File: src/rtl/tbi_pkg.sv
package tbi_pkg;
  typedef enum logic [2:0] {
    ST_IDLE, ST_PRED_REQ, ST_PRED_WAIT, ST_PROBE_REQ,
    ST_PROBE_WAIT, ST_WALK_REQ, ST_WALK_WAIT, ST_REWRITE
  } tbi_state_e;

  typedef enum logic {EV_MISS = 1'b0, EV_EVICT = 1'b1} tbi_src_e;
endpackage

File: src/rtl/tbi_evt_arb.sv
module tbi_evt_arb
  import tbi_pkg::*;
#(
  parameter int VPN_W  = 36,
  parameter int ASID_W = 11
) (
  input  logic              clk,
  input  logic              rst_n,
  input  logic              take,
  input  logic              miss_valid,
  input  logic [VPN_W-1:0]  miss_vpn,
  input  logic [ASID_W-1:0] miss_asid,
  output logic              miss_ready,
  input  logic              evict_valid,
  input  logic [VPN_W-1:0]  evict_vpn,
  input  logic [ASID_W-1:0] evict_asid,
  output logic              evict_ready,
  output logic              ev_valid,
  output tbi_src_e          ev_src,
  output logic [VPN_W-1:0]  ev_vpn,
  output logic [ASID_W-1:0] ev_asid
);
  logic              buf_v;
  logic [VPN_W-1:0]  buf_vpn;
  logic [ASID_W-1:0] buf_asid;
  logic              pop;

  assign evict_ready = !buf_v;
  assign miss_ready  = take;
  assign ev_valid    = take && (miss_valid || buf_v);
  assign ev_src      = miss_valid ? EV_MISS : EV_EVICT;
  assign ev_vpn      = miss_valid ? miss_vpn : buf_vpn;
  assign ev_asid     = miss_valid ? miss_asid : buf_asid;
  assign pop         = take && !miss_valid && buf_v;

  always_ff @(posedge clk) begin
    if (!rst_n) begin
      buf_v    <= 1'b0;
      buf_vpn  <= '0;
      buf_asid <= '0;
    end else if (evict_valid && evict_ready) begin
      buf_v    <= 1'b1;
      buf_vpn  <= evict_vpn;
      buf_asid <= evict_asid;
    end else if (pop) begin
      buf_v <= 1'b0;
    end
  end
endmodule

File: src/rtl/tbi_cost_cmp.sv
module tbi_cost_cmp #(
  parameter int NF    = 2,
  parameter int CNT_W = 16
) (
  input  logic [NF-1:0][CNT_W-1:0] feat,
  input  logic [NF-1:0][CNT_W-1:0] thr,
  output logic                     costly
);
  logic [NF-1:0] meet;

  for (genvar g = 0; g < NF; g++) begin : g_cmp
    assign meet[g] = (feat[g] >= thr[g]);
  end

  assign costly = &meet;
endmodule

File: src/rtl/tbi_line_fmt.sv
module tbi_line_fmt #(
  parameter int VPN_W   = 36,
  parameter int TAG_LSB = 13,
  parameter int VT_W    = VPN_W - TAG_LSB
) (
  input  logic [VPN_W-1:0] vpn,
  output logic [VT_W-1:0]  vtag
);
  logic [VPN_W-1:0] shifted;

  assign shifted = vpn >> TAG_LSB;
  assign vtag    = shifted[VT_W-1:0];
endmodule

File: src/rtl/tbi_insert_ctrl.sv
module tbi_insert_ctrl
  import tbi_pkg::*;
#(
  parameter int VPN_W   = 36,
  parameter int CLUST_W = 3,
  parameter int SET_W   = 10,
  parameter int ASID_W  = 11,
  parameter int PS_W    = 2,
  parameter int CNT_W   = 16,
  parameter int LIDX_W  = 14,
  localparam int TAG_LSB = CLUST_W + SET_W,
  localparam int VT_W    = VPN_W - TAG_LSB
) (
  input  logic              clk,
  input  logic              rst_n,
  input  logic [CNT_W-1:0]  thr_freq,
  input  logic [CNT_W-1:0]  thr_cost,
  input  logic              miss_valid,
  output logic              miss_ready,
  input  logic [VPN_W-1:0]  miss_vpn,
  input  logic [ASID_W-1:0] miss_asid,
  input  logic              evict_valid,
  output logic              evict_ready,
  input  logic [VPN_W-1:0]  evict_vpn,
  input  logic [ASID_W-1:0] evict_asid,
  output logic              pred_req_valid,
  input  logic              pred_req_ready,
  output logic [VPN_W-1:0]  pred_req_vpn,
  input  logic              pred_rsp_valid,
  input  logic [CNT_W-1:0]  pred_rsp_freq,
  input  logic [CNT_W-1:0]  pred_rsp_cost,
  output logic              probe_req_valid,
  input  logic              probe_req_ready,
  output logic [VPN_W-1:0]  probe_req_vpn,
  output logic [ASID_W-1:0] probe_req_asid,
  input  logic              probe_rsp_valid,
  input  logic              probe_rsp_hit,
  output logic              walk_req_valid,
  input  logic              walk_req_ready,
  output logic [VPN_W-1:0]  walk_req_vpn,
  output logic [ASID_W-1:0] walk_req_asid,
  input  logic              walk_done,
  input  logic              walk_fault,
  input  logic [LIDX_W-1:0] walk_line,
  input  logic [PS_W-1:0]   walk_psize,
  output logic              rw_valid,
  input  logic              rw_ready,
  output logic [LIDX_W-1:0] rw_line,
  output logic [VT_W-1:0]   rw_vtag,
  output logic [ASID_W-1:0] rw_asid,
  output logic [PS_W-1:0]   rw_psize,
  output logic              rw_tlb_type
);
  tbi_state_e        st_q;
  tbi_src_e          src_q;
  logic [VPN_W-1:0]  vpn_q;
  logic [ASID_W-1:0] asid_q;
  logic [LIDX_W-1:0] line_q;
  logic [PS_W-1:0]   ps_q;

  logic              idle;
  logic              ev_valid;
  tbi_src_e          ev_src;
  logic [VPN_W-1:0]  ev_vpn;
  logic [ASID_W-1:0] ev_asid;
  logic              costly;

  assign idle = (st_q == ST_IDLE);

  tbi_evt_arb #(.VPN_W(VPN_W), .ASID_W(ASID_W)) i_arb (
    .clk         (clk),
    .rst_n       (rst_n),
    .take        (idle),
    .miss_valid  (miss_valid),
    .miss_vpn    (miss_vpn),
    .miss_asid   (miss_asid),
    .miss_ready  (miss_ready),
    .evict_valid (evict_valid),
    .evict_vpn   (evict_vpn),
    .evict_asid  (evict_asid),
    .evict_ready (evict_ready),
    .ev_valid    (ev_valid),
    .ev_src      (ev_src),
    .ev_vpn      (ev_vpn),
    .ev_asid     (ev_asid)
  );

  tbi_cost_cmp #(.NF(2), .CNT_W(CNT_W)) i_cmp (
    .feat   ({pred_rsp_cost, pred_rsp_freq}),
    .thr    ({thr_cost, thr_freq}),
    .costly (costly)
  );

  tbi_line_fmt #(.VPN_W(VPN_W), .TAG_LSB(TAG_LSB), .VT_W(VT_W)) i_fmt (
    .vpn  (vpn_q),
    .vtag (rw_vtag)
  );

  always_ff @(posedge clk) begin
    if (!rst_n) begin
      st_q   <= ST_IDLE;
      src_q  <= EV_MISS;
      vpn_q  <= '0;
      asid_q <= '0;
      line_q <= '0;
      ps_q   <= '0;
    end else begin
      unique case (st_q)
        ST_IDLE: if (ev_valid) begin
          src_q  <= ev_src;
          vpn_q  <= ev_vpn;
          asid_q <= ev_asid;
          st_q   <= ST_PRED_REQ;
        end
        ST_PRED_REQ:  if (pred_req_ready) st_q <= ST_PRED_WAIT;
        ST_PRED_WAIT: if (pred_rsp_valid) st_q <= costly ? ST_PROBE_REQ : ST_IDLE;
        ST_PROBE_REQ: if (probe_req_ready) st_q <= ST_PROBE_WAIT;
        ST_PROBE_WAIT: if (probe_rsp_valid) begin
          if (probe_rsp_hit)          st_q <= ST_IDLE;
          else if (src_q == EV_EVICT) st_q <= ST_WALK_REQ;
          else                        st_q <= ST_WALK_WAIT;
        end
        ST_WALK_REQ: if (walk_req_ready) st_q <= ST_WALK_WAIT;
        ST_WALK_WAIT: if (walk_done) begin
          if (walk_fault) begin
            st_q <= ST_IDLE;
          end else begin
            line_q <= walk_line;
            ps_q   <= walk_psize;
            st_q   <= ST_REWRITE;
          end
        end
        ST_REWRITE: if (rw_ready) st_q <= ST_IDLE;
        default: st_q <= ST_IDLE;
      endcase
    end
  end

  assign pred_req_valid  = (st_q == ST_PRED_REQ);
  assign pred_req_vpn    = vpn_q;
  assign probe_req_valid = (st_q == ST_PROBE_REQ);
  assign probe_req_vpn   = vpn_q;
  assign probe_req_asid  = asid_q;
  assign walk_req_valid  = (st_q == ST_WALK_REQ);
  assign walk_req_vpn    = vpn_q;
  assign walk_req_asid   = asid_q;
  assign rw_valid        = (st_q == ST_REWRITE);
  assign rw_line         = line_q;
  assign rw_asid         = asid_q;
  assign rw_psize        = ps_q;
  assign rw_tlb_type     = 1'b1;
endmodule

File: config.mk
export PLATFORM = sky130hd
export DESIGN_NAME = tbi_insert_ctrl
export DESIGN_NICKNAME = d
export VERILOG_FILES = /design/src/rtl/tbi_pkg.sv /design/src/rtl/tbi_evt_arb.sv /design/src/rtl/tbi_cost_cmp.sv /design/src/rtl/tbi_line_fmt.sv /design/src/rtl/tbi_insert_ctrl.sv
export SDC_FILE = /design/constraint.sdc
export NUM_CORES = 1
export LEC_CHECK = 0
export ABC_AREA = 1
export BUFFER_PORTS_ARGS = -buffer_cell sky130_fd_sc_hd__buf_2
export CAP_MARGIN = 20
export CORE_AREA = 2 2 146 148
export DETAILED_ROUTE_END_ITERATION = 6
export DIE_AREA = 0 0 148 150
export SYNTH_ARGS = -nofsm -noshare
export SYNTH_HDL_FRONTEND = slang
export SYNTH_SLANG_ARGS = --single-unit
File: constraint.sdc
create_clock -name clk -period 1.7 [get_ports clk]
set_clock_uncertainty 0.1 [all_clocks]
set_input_delay 0 -clock clk [delete_from_list [all_inputs] [get_ports clk]]
set_output_delay 0 -clock clk [all_outputs]
set_load 0.005 [all_outputs]
==> results.toml, run 1 <==
[run_status]
status = "finished, final reports clean"

[worst_setup_path]
worstReg2RegEnd = "i_arb.buf_v$_SDFFE_PN0P_"
cp_data_arrival_time_ps = 1720
crit_chain = "nor3_4 -> o21ai_2 -> clkinv_2 -> buf_12 -> nand2_1 -> a21oi_1 -> nor2_1"
cp_num_buf_inv = 2
critPathLaunchType = "flip-flop"
endpoint_kind = "flip-flop"
worstPathRequired_ps = 1900
critPathMaxFanout = 47
ff2ff_path_depth = 7
critPathSlowestCell = "dfxtp_2"
r2r-start = "st_q[2]$_SDFFE_PN0P_"
cp_top_family = "simple AND/OR/NAND/NOR gates"
reg2reg_slack_ps = 180
crit_type = "flip-flop to flip-flop"
cp_slowest_stage_delay_ps = 360

[clocking]
htreeDepth = 4
cts_setup_buffers = 0
cts-buffers-inserted = 17
cts-root-buf = "clkbuf_16"
clk_pin_slew_ps = 60
cts_sinks = 115
clock_path_buffers = 2
worstSkewPairLatency_ps = 410
tritoncts = "built"

[detailed_routing]
drtPass1Iterations = 7
wirelength_um = 19300
vias_per_cell = 4.39
vias = 6591
postRouteAntennaNets = 0
wl_per_cell_um = 12.9
drc = 0
drt_first_iter_violations = 240

[flow_run]
max_cap_violations = 0

[synth]
synth_top_family_by_area = "buffers and inverters"
synth_cell_types = 30
synthMuxAreaShare_pct = 0
synthAdderAreaFrac_pct = 6.42
synth_area_per_cell_um2 = 7.30
synth_compound_area_share_pct = 17.9
synth-warning-count = 0
yosysSeqAreaShare_pct = 36.9
netlist_instances = 854
synth-seq-cells = 115
synthSimpleGateAreaFrac_pct = 16.3
synth_fp_nets = 1073
synth_xor_area_share_pct = 0
syn_area_um2 = 6230

[timing]
finalCritPeriodShare_pct = 89.3
worst_slack_ps = 181
fin_setup_tns_ps = 0
finalSetupViolations = 0
maxSlewViolCount = 0
finalHoldViolCount = 0
rsz0062_at_grt = "no"
min_period_ps = 1520
fmax_mhz = 658

[power_and_ir_drop]
power_mw = 9.38
p_per_area_nw_per_um2 = 1010
p_leak_nw = 4.80
peakVddDrop_mv = 0.656

[cells_and_area]
fill_cells = 2093
final_cell_mix = "buf_2, nand2_1, dlygate4sd3_1"
final_core_util_pct = 44.7
final_layout_size_suffix_gt1_share_pct = 35.2
multi_input_area_um2 = 2550
final_common_cell = "buf_2"
regArea_um2 = 2310
nets = 1434
postLayoutCellArea_um2 = 9250
syn_to_final_growth_pct = 48.5

[global_routing]
grt_pass1_vias = 5981
antenna_found_initial = 1
track_usage_pct = 16.5
overflow = 0
grt_pass1_wl_um = 29500
grt_max_degree = 113

[die]
die_w_um = 148
std_cell_rows = 53
initial_core_util_pct = 30.1
die_y_um = 150
dieArea_um2 = 22200
core_um2 = 20700
pin_count = 374

[placed_design]
pre_cts_ws_ps = 74.9
globalplace.congestion = 0.859
hpwl_um = 13400
dpl-instance-area_um2 = 7510
port_buffers = 372

[min_path]
hold_depth = 6
hp-start = "pred_req_ready"
min_to = "st_q[2]$_SDFFE_PN0P_"
min-delay-path-class = "primary input to flip-flop"
synth_stat cells:
cell type  instances  area share [%]
nor2_2             2            0.20
ha_1              32             6.4
buf_6              4            0.72
nand2_1          138             8.3
o21ai_1            5            0.40
o22ai_1            3            0.30
clkinv_2           1           0.080
o21bai_1           1            0.12
nand4_1            3            0.30
o21ai_0          110             8.8
nand3_1            6            0.48
inv_2              1           0.060
a21oi_2            1            0.14
buf_2             11            0.88
nor3_1             4            0.32
o21ai_2            1            0.14
conb_1             1           0.060
dfxtp_1          115              37
buf_4            118              14
a31oi_1           48             4.8
o41ai_1            1            0.14
nor3_4             1            0.26
nand2_2            2            0.20
buf_1              1           0.060
inv_1             76             4.6
o21a_1             1            0.12
nand3_2            1            0.16
a21oi_1           36             2.9
nor2_1           101             6.1
clkbuf_1          29             1.7
per-stage QoR:
stage                     hold WS, ps  instances
final                            17.6       1503
after global routing             54.9       1503
after CTS                        4.42       1502
after detailed placement          127       1353
after global placement            123       1353
after floorplan                  34.9        854
tightest hold or removal path, cell delays in order:
cell	delay [ps]
buf_2	100
o22ai_1	70
nor2_1	110
nand2_2	90
nand2_1	60
a21oi_1	50
power breakdown:
group	switching [mW]	total, mW	internal (mW)
logic	1.29	2.62	1.33
clock network	1.32	3.32	2.00
registers	0.361	3.44	3.08
registers in the layout, summed over array words and instances, names as in the netlist:
| name | cells |
|---|---|
| i_arb.buf_asid | 11 |
| rw_psize | 2 |
| i_arb.buf_v | 1 |
| i_arb.buf_vpn | 36 |
| rw_line | 14 |
| st_q | 3 |
| src_q | 1 |
| pred_req_vpn | 36 |
| probe_req_asid | 11 |
final cells by class:
type                       count  share of cell area (%)
antenna                        1                  0.0270
clock buffer                  19                    4.68
clock inverter                12                    1.18
inverter                      78                    3.23
multi-input combinational    498                    27.6
sequential                   115                    24.9
tap                          275                    3.72
timing repair buffer         505                    34.6
kinds of logic (layout without fill, tap and decap cells):
logic type | Yosys count | in the layout
buffers and inverters | 241 | 614
AOI/OAI and AO/OA | 207 | 207
and+or+nand+nor | 258 | 258
adders and majority gates | 32 | 32
other | 1 | 2
DFF | 115 | 115
worst max-delay path by stage:
stage	slack [ps]	start	end	depth (start not counted)
finish	180	st_q[2]$_SDFFE_PN0P_	i_arb.buf_v$_SDFFE_PN0P_	7
global route	40	st_q[1]$_SDFFE_PN0P_	st_q[1]$_SDFFE_PN0P_	9
CTS	60	i_arb.buf_v$_SDFFE_PN0P_	i_arb.buf_asid[5]$_SDFFE_PN0P_	5
detailed placement	70	i_arb.buf_v$_SDFFE_PN0P_	i_arb.buf_vpn[8]$_SDFFE_PN0P_	5
global placement	130	st_q[0]$_SDFFE_PN0P_	rw_line[9]$_SDFFE_PN0P_	7
floorplan	300	st_q[1]$_SDFFE_PN0P_	pred_req_vpn[0]$_SDFFE_PN0P_	7
repair_timing:
item                                    4_1_cts  5_1_grt
hold buffers                                118        0
endpoints found under the setup margin        0       44
hold endpoints to repair                    114        0
gates resized for setup                       0        9
metal layers:
layer | track usage, % | vias up | wire length, um
li1 | - | 3382 | -
met4 | 6.14 | 0 | 403
met1 | 19.9 | 2944 | 8340
met2 | 29.5 | 237 | 9660
met5 | 0 | - | 0
met3 | 2.87 | 28 | 935
No activity file was read; power rests on OpenSTA's default activity.
==> run 2, diff against run 1 <==
PLACE_DENSITY = 0.7   (was default)
==> run 2 against run 1 <==
Compared with the run above:
- setup slack got worse by 46 ps
- via count rose by 4.2%
- register-to-register slack got worse by 50 ps
- die area did not move
- worst hold slack improved by 0.53 ps
- global-route usage rose by 1.2 points
- fmax fell by 3.0%
- total power rose by 2.3%
- non-clock buffer count fell by 2
- sequential share of layout area fell by 0.14 points
- clock power barely moved
- highest routed layer unchanged
- critical path depth did not move
==> results.toml, run 2 (synthesis gave the netlist of run 1 again) <==
[cells_and_area]
final_common_cell = "buf_2"
syn_to_final_growth_pct = 49.2
final_cell_mix = "buf_2, nand2_1, dlygate4sd3_1"
diodes = 0
final_core_util_pct = 45.0
final_layout_size_suffix_gt1_share_pct = 35.1
fill_cells = 2046
nets = 1432

[detailed_routing]
postRouteAntennaNets = 0
drtPass1Iterations = 4
wirelength_um = 21300
vias_per_cell = 4.58
wl_per_cell_um = 14.2
drc = 0
vias = 6871
drt_first_iter_violations = 302

[min_path]
hp-start = "probe_req_ready"
min-delay-path-class = "primary input to flip-flop"

[run_status]
status = "finished, final reports clean"

[power_and_ir_drop]
switching_share_pct = 32.1
p_int_mw = 6.52
sequentialPowerShare_pct = 36.0
power_mw = 9.59
p_leak_nw = 4.81
comb_power_share_pct = 29.0
clkPwrFrac_pct = 35.0
p_per_area_nw_per_um2 = 1030
power_switching_mw = 3.08
peakVddDrop_mv = 0.602

[worst_setup_path]
critPathLaunchType = "flip-flop"
r2r-start = "st_q[2]$_SDFFE_PN0P_"
cp-startpoint = "st_q[2]$_SDFFE_PN0P_"
critPathMaxFanout = 31
reg2reg_slack_ps = 130
endpoint = "i_arb.buf_v$_SDFFE_PN0P_"
endpoint_kind = "flip-flop"
worstPathRequired_ps = 1900
ff2ff_path_depth = 7
crit_type = "flip-flop to flip-flop"
cp_data_arrival_time_ps = 1760
worstReg2RegEnd = "i_arb.buf_v$_SDFFE_PN0P_"

[clocking]
cts_sinks = 115
cts-buffers-inserted = 17
htreeDepth = 4
cts_setup_buffers = 0
worstSkewPairLatency_ps = 410
clock_path_buffers = 2
clk_pin_slew_ps = 60
tritoncts = "built"
cts-root-buf = "clkbuf_16"

[global_routing]
antenna_found_initial = 0
grt_pass1_vias = 6352
track_usage_pct = 17.8
grt_max_degree = 113
overflow = 0
grt_pass1_wl_um = 31300

[die]
die_w_um = 148
dieArea_um2 = 22200
pin_count = 374
initial_core_util_pct = 30.1
std_cell_rows = 53
die_y_um = 150
core_um2 = 20700

[placed_design]
pre_cts_ws_ps = 120
hpwl_um = 14000
port_buffers = 372
globalplace.congestion = 0.877

[timing]
rsz0062_at_grt = "no"
fin_setup_tns_ps = 0
min_period_ps = 1570
fmax_mhz = 639
finalHoldViolCount = 0
worst_slack_ps = 135
maxSlewViolCount = 0
finalCritPeriodShare_pct = 92.1
hold_ws_ps = 18.1
finalSetupViolations = 0

[flow_run]
max_cap_violations = 0
==> run 2: how the worst min path moves through the flow <==
stage | end | slack [ps] | depth (start not counted)
4_1_cts | st_q[2]$_SDFFE_PN0P_ | 4 | 6
6_report | st_q[2]$_SDFFE_PN0P_ | 20 | 6
3_5_place_dp | i_arb.buf_vpn[31]$_SDFFE_PN0P_ | 130 | 3
2_1_floorplan | i_arb.buf_asid[0]$_SDFFE_PN0P_ | 30 | 2
5_1_grt | i_arb.buf_vpn[0]$_SDFFE_PN0P_ | 60 | 4
3_3_place_gp | i_arb.buf_vpn[34]$_SDFFE_PN0P_ | 120 | 3
==> run 2: power by group through the flow <==
stage / Sequential, mW / Clock [mW] / Combinational [mW]
after floorplan: 3.44 / 0 / 1.90
after global routing: 3.51 / 3.55 / 3.09
after CTS: 3.44 / 3.45 / 2.64
final: 3.45 / 3.35 / 2.79
after global placement: 3.49 / 0 / 2.38
after detailed placement: 3.50 / 0 / 2.42
==> run 2: layout make-up <==
type                       count  area [um^2]  share of cell area [%]
timing repair buffer         503         3250                    35.0
multi-input combinational    498         2550                    27.4
sequential                   115         2300                    24.8
clock buffer                  19          443                    4.76
tap                          275          344                    3.70
inverter                      78          294                    3.16
clock inverter                13          111                    1.20
==> run 2: metal layers <==
layer	vias up	global-route usage, %	part of all wire (%)
met1	3184	20.6	42
met2	276	31.9	51
met5	-	0	0
met4	0	6.43	1.8
met3	32	4.09	5.5
li1	3379	-	-
==> run 2: per-stage QoR <==
step                      cell area, um^2  std cells
after floorplan                      6230        854
after global placement               7500       1348
after detailed placement             7500       1348
after CTS                            9240       1499
after global routing                 9300       1501
final                                9300       1501
==> run 2: critical path, cell delays in order, from the launching register on <==
cell and delay [ps]:
dfxtp_2 360, nor3_4 270, o21ai_2 110, clkinv_2 160, buf_12 190, nand2_1 90, a21oi_1 130, nor2_1 50
==> run 2: what timing repair did <==
action                                 in CTS  in global routing
endpoints found under the hold margin     114                  0
setup endpoints to repair                   0                 35
hold buffers                              119                  0
gates resized for setup                     0                  3
==> run 3, diff against run 2 <==
ABC_AREA = default   (was 1)
CORE_AREA = 2 2 143 145   (was 2 2 146 148)
DIE_AREA = 0 0 145 147   (was 0 0 148 150)
PLACE_DENSITY = 0.74   (was 0.7)
clock period = 1.6 ns   (was 1.7 ns; I/O delays follow)
==> run 3 against run 2 <==
Compared with the run above:
- the run now ends with negative setup slack left
- setup slack got worse by 160 ps
- sequential share of layout area fell by 1.5 points
- via count fell by 3.4%
- synthesized cell count shrank 9.0%
- wire length down 2.1%
- cell area rose by 6.4%
- combinational power is 58% higher
- register-to-register slack worse by 160 ps
==> results.toml, run 3 <==
[clocking]
cts_sinks = 115
worstSkewPairLatency_ps = 400
tritoncts = "built"
clk_pin_slew_ps = 50
cts-buffers-inserted = 17
cts-root-buf = "clkbuf_16"
clock_path_buffers = 2
htreeDepth = 4

[synth]
synth_ff_type = "dfxtp_1"
netlist_instances = 777
netlist.area_leader.share_pct = 35.1
synth-seq-cells = 115
yosysMostFrequentCell = "nand2_1"
synth_area_leaders = "dfxtp_1, buf_4, nand2_1"
synth_area_per_cell_um2 = 8.44
synth-warning-count = 0
syn_area_um2 = 6560
synth-edff-count = 0
yosysSeqAreaShare_pct = 35.1
synth_fp_nets = 996
synthTopCellsByCount = "nand2_1, buf_4, dfxtp_1"
synth_cell_types = 35
synth.largest_area_cell = "dfxtp_1"
async_flop_share_pct = 0

[timing]
worst_slack_ps = -20.8
finalHoldViolCount = 0
finalSetupViolations = 2
fmax_mhz = 617
min_period_ps = 1620
finalCritPeriodShare_pct = 101
rsz0062_at_grt = "yes"
maxSlewViolCount = 0

[global_routing]
overflow = 0
grt_pass1_vias = 6467
grt_max_degree = 69
grt_pass1_wl_um = 31500
track_usage_pct = 18.3
antenna_found_initial = 2

[worst_setup_path]
cp_num_buf_inv = 1
cp_slowest_stage_delay_ps = 400
cp_data_arrival_time_ps = 1820
cp_top_family = "simple AND/OR/NAND/NOR gates"
critPathMaxFanout = 48
critPathLaunchType = "flip-flop"
endpoint_kind = "flip-flop"
crit_chain = "or3_4 -> nor2_4 -> buf_12 -> nand2_1 -> o211a_1"
critPathSlowestCell = "or3_4"
crit_type = "flip-flop to flip-flop"
worstPathRequired_ps = 1790

[placed_design]
dpl-instance-area_um2 = 7960
dp.cells = 1278
globalplace.congestion = 0.915
pre_cts_ws_ps = -81.1
port_buffers = 372
hpwl_um = 13800

[power_and_ir_drop]
peakVddDrop_mv = 0.858
power_mw = 12.5
p_per_area_nw_per_um2 = 1270
p_leak_nw = 5.45

[detailed_routing]
vias = 6636
drc = 0
drt_first_iter_violations = 220
vias_per_cell = 4.63
wirelength_um = 20800
drtPass1Iterations = 5
wl_per_cell_um = 14.5
postRouteAntennaNets = 0

[cells_and_area]
layout.cells.non_filler = 1434
final_layout_size_suffix_gt1_share_pct = 38.4
nets = 1369
final_common_cell = "buf_2"
syn_to_final_growth_pct = 50.9
postLayoutCellArea_um2 = 9900
final_cell_mix = "buf_2, nand2_1, dlygate4sd3_1"
fill_cells = 1775

[run_status]
status = "finished with violations"
violations = "negative setup slack"

[die]
pin_count = 374
initial_core_util_pct = 33.1
die_w_um = 145
die_y_um = 147
core_um2 = 19800
dieArea_um2 = 21300
std_cell_rows = 52

[min_path]
min-delay-path-class = "primary input to flip-flop"

[flow_run]
max_cap_violations = 0
[run 3: cell types whose count changed in the layout (fill, tap and decap cells not counted), moves of 38 or more]
cell / previous run / this run
a21boi_0: 0 / 60
mux2i_1: 0 / 47
o211a_1: 0 / 47
nand2_1: 138 / 192
a31oi_1: 48 / 3
o21ai_0: 110 / 6
inv_1: 74 / 36
nor2_1: 100 / 19
[run 3: stage by stage]
step	setup TNS, ps	utilization (%)	hold slack, ps
2_1_floorplan	0	-	44.9
3_3_place_gp	-113	40.1	149
3_5_place_dp	-499	40.1	158
4_1_cts	-21.4	49.4	24.5
5_1_grt	-1940	49.9	33.7
6_report	-36.5	49.9	38.0
[run 3: worst paths after layout]
path / cells past startpoint / to / startpoint / slack, ps
worst max-delay path: 5 / pred_req_vpn[22]$_SDFFE_PN0P_ / st_q[1]$_SDFFE_PN0P_ / -20
worst min-delay path: 5 / i_arb.buf_vpn[28]$_SDFFE_PN0P_ / evict_valid / 40
worst max register to register: 5 / pred_req_vpn[22]$_SDFFE_PN0P_ / st_q[1]$_SDFFE_PN0P_ / -20
worst min register to register: 2 / rw_line[11]$_SDFFE_PN0P_ / rw_line[11]$_SDFFE_PN0P_ / 360
[run 3: area by class of cell]
| cell class | instances | area (um^2) | share of cell area [%] |
|---|---|---|---|
| Tap cell | 270 | 338 | 3.41 |
| Antenna cell | 2 | 5.00 | 0.0506 |
| Timing Repair Buffer | 518 | 3410 | 34.5 |
| Inverter | 37 | 139 | 1.40 |
| Sequential cell | 115 | 2310 | 23.3 |
| Multi-Input combinational cell | 461 | 3060 | 30.9 |
| Clock inverter | 10 | 180 | 1.82 |
| Clock buffer | 21 | 460 | 4.65 |
[run 3: logic make-up after synthesis]
family	after synthesis	share of synthesized area (%)
AO/OA/AOI/OAI	150	18.2
adder cells (fa/ha/maj)	32	6.10
buffers and inverters	201	19.1
flip-flops	115	35.1
multiplexers	49	7.63
other	1	0.0572
AND/OR/NAND/NOR	229	13.8
[run 3: timing repair]
action                                 4_1_cts  5_1_grt
setup endpoints to repair                   41       64
resized for setup                           10       16
pin swaps                                    0        2
endpoints found under the hold margin      115        0
setup buffers                                1        2
gates cloned                                 0        2
hold buffers                               118        0
[run 3: metal layers]
layer / GRT usage (%) / vias to the layer above / part of all wire (%)
li1: - / 3216 / -
met1: 20.0 / 3097 / 40
met2: 33.9 / 276 / 52
met3: 4.60 / 47 / 5.2
met4: 7.38 / 0 / 2.8
met5: 0 / - / 0
[run 3: where the power goes]
group	switching [mW]	leakage (nW)	total [mW]	internal, mW
combinational	2.04	4.19	4.42	2.38
sequential	0.559	0.946	3.96	3.41
clock	1.32	0.309	4.15	2.83
[run 3: worst reg2reg max path: cells and delay by family (launching register included)]
kind | cells | cell delay (ps)
and+or+nand+nor | 3 | 710
DFF | 1 | 340
buffers and inverters | 1 | 240
AOI/OAI and AO/OA | 1 | 140
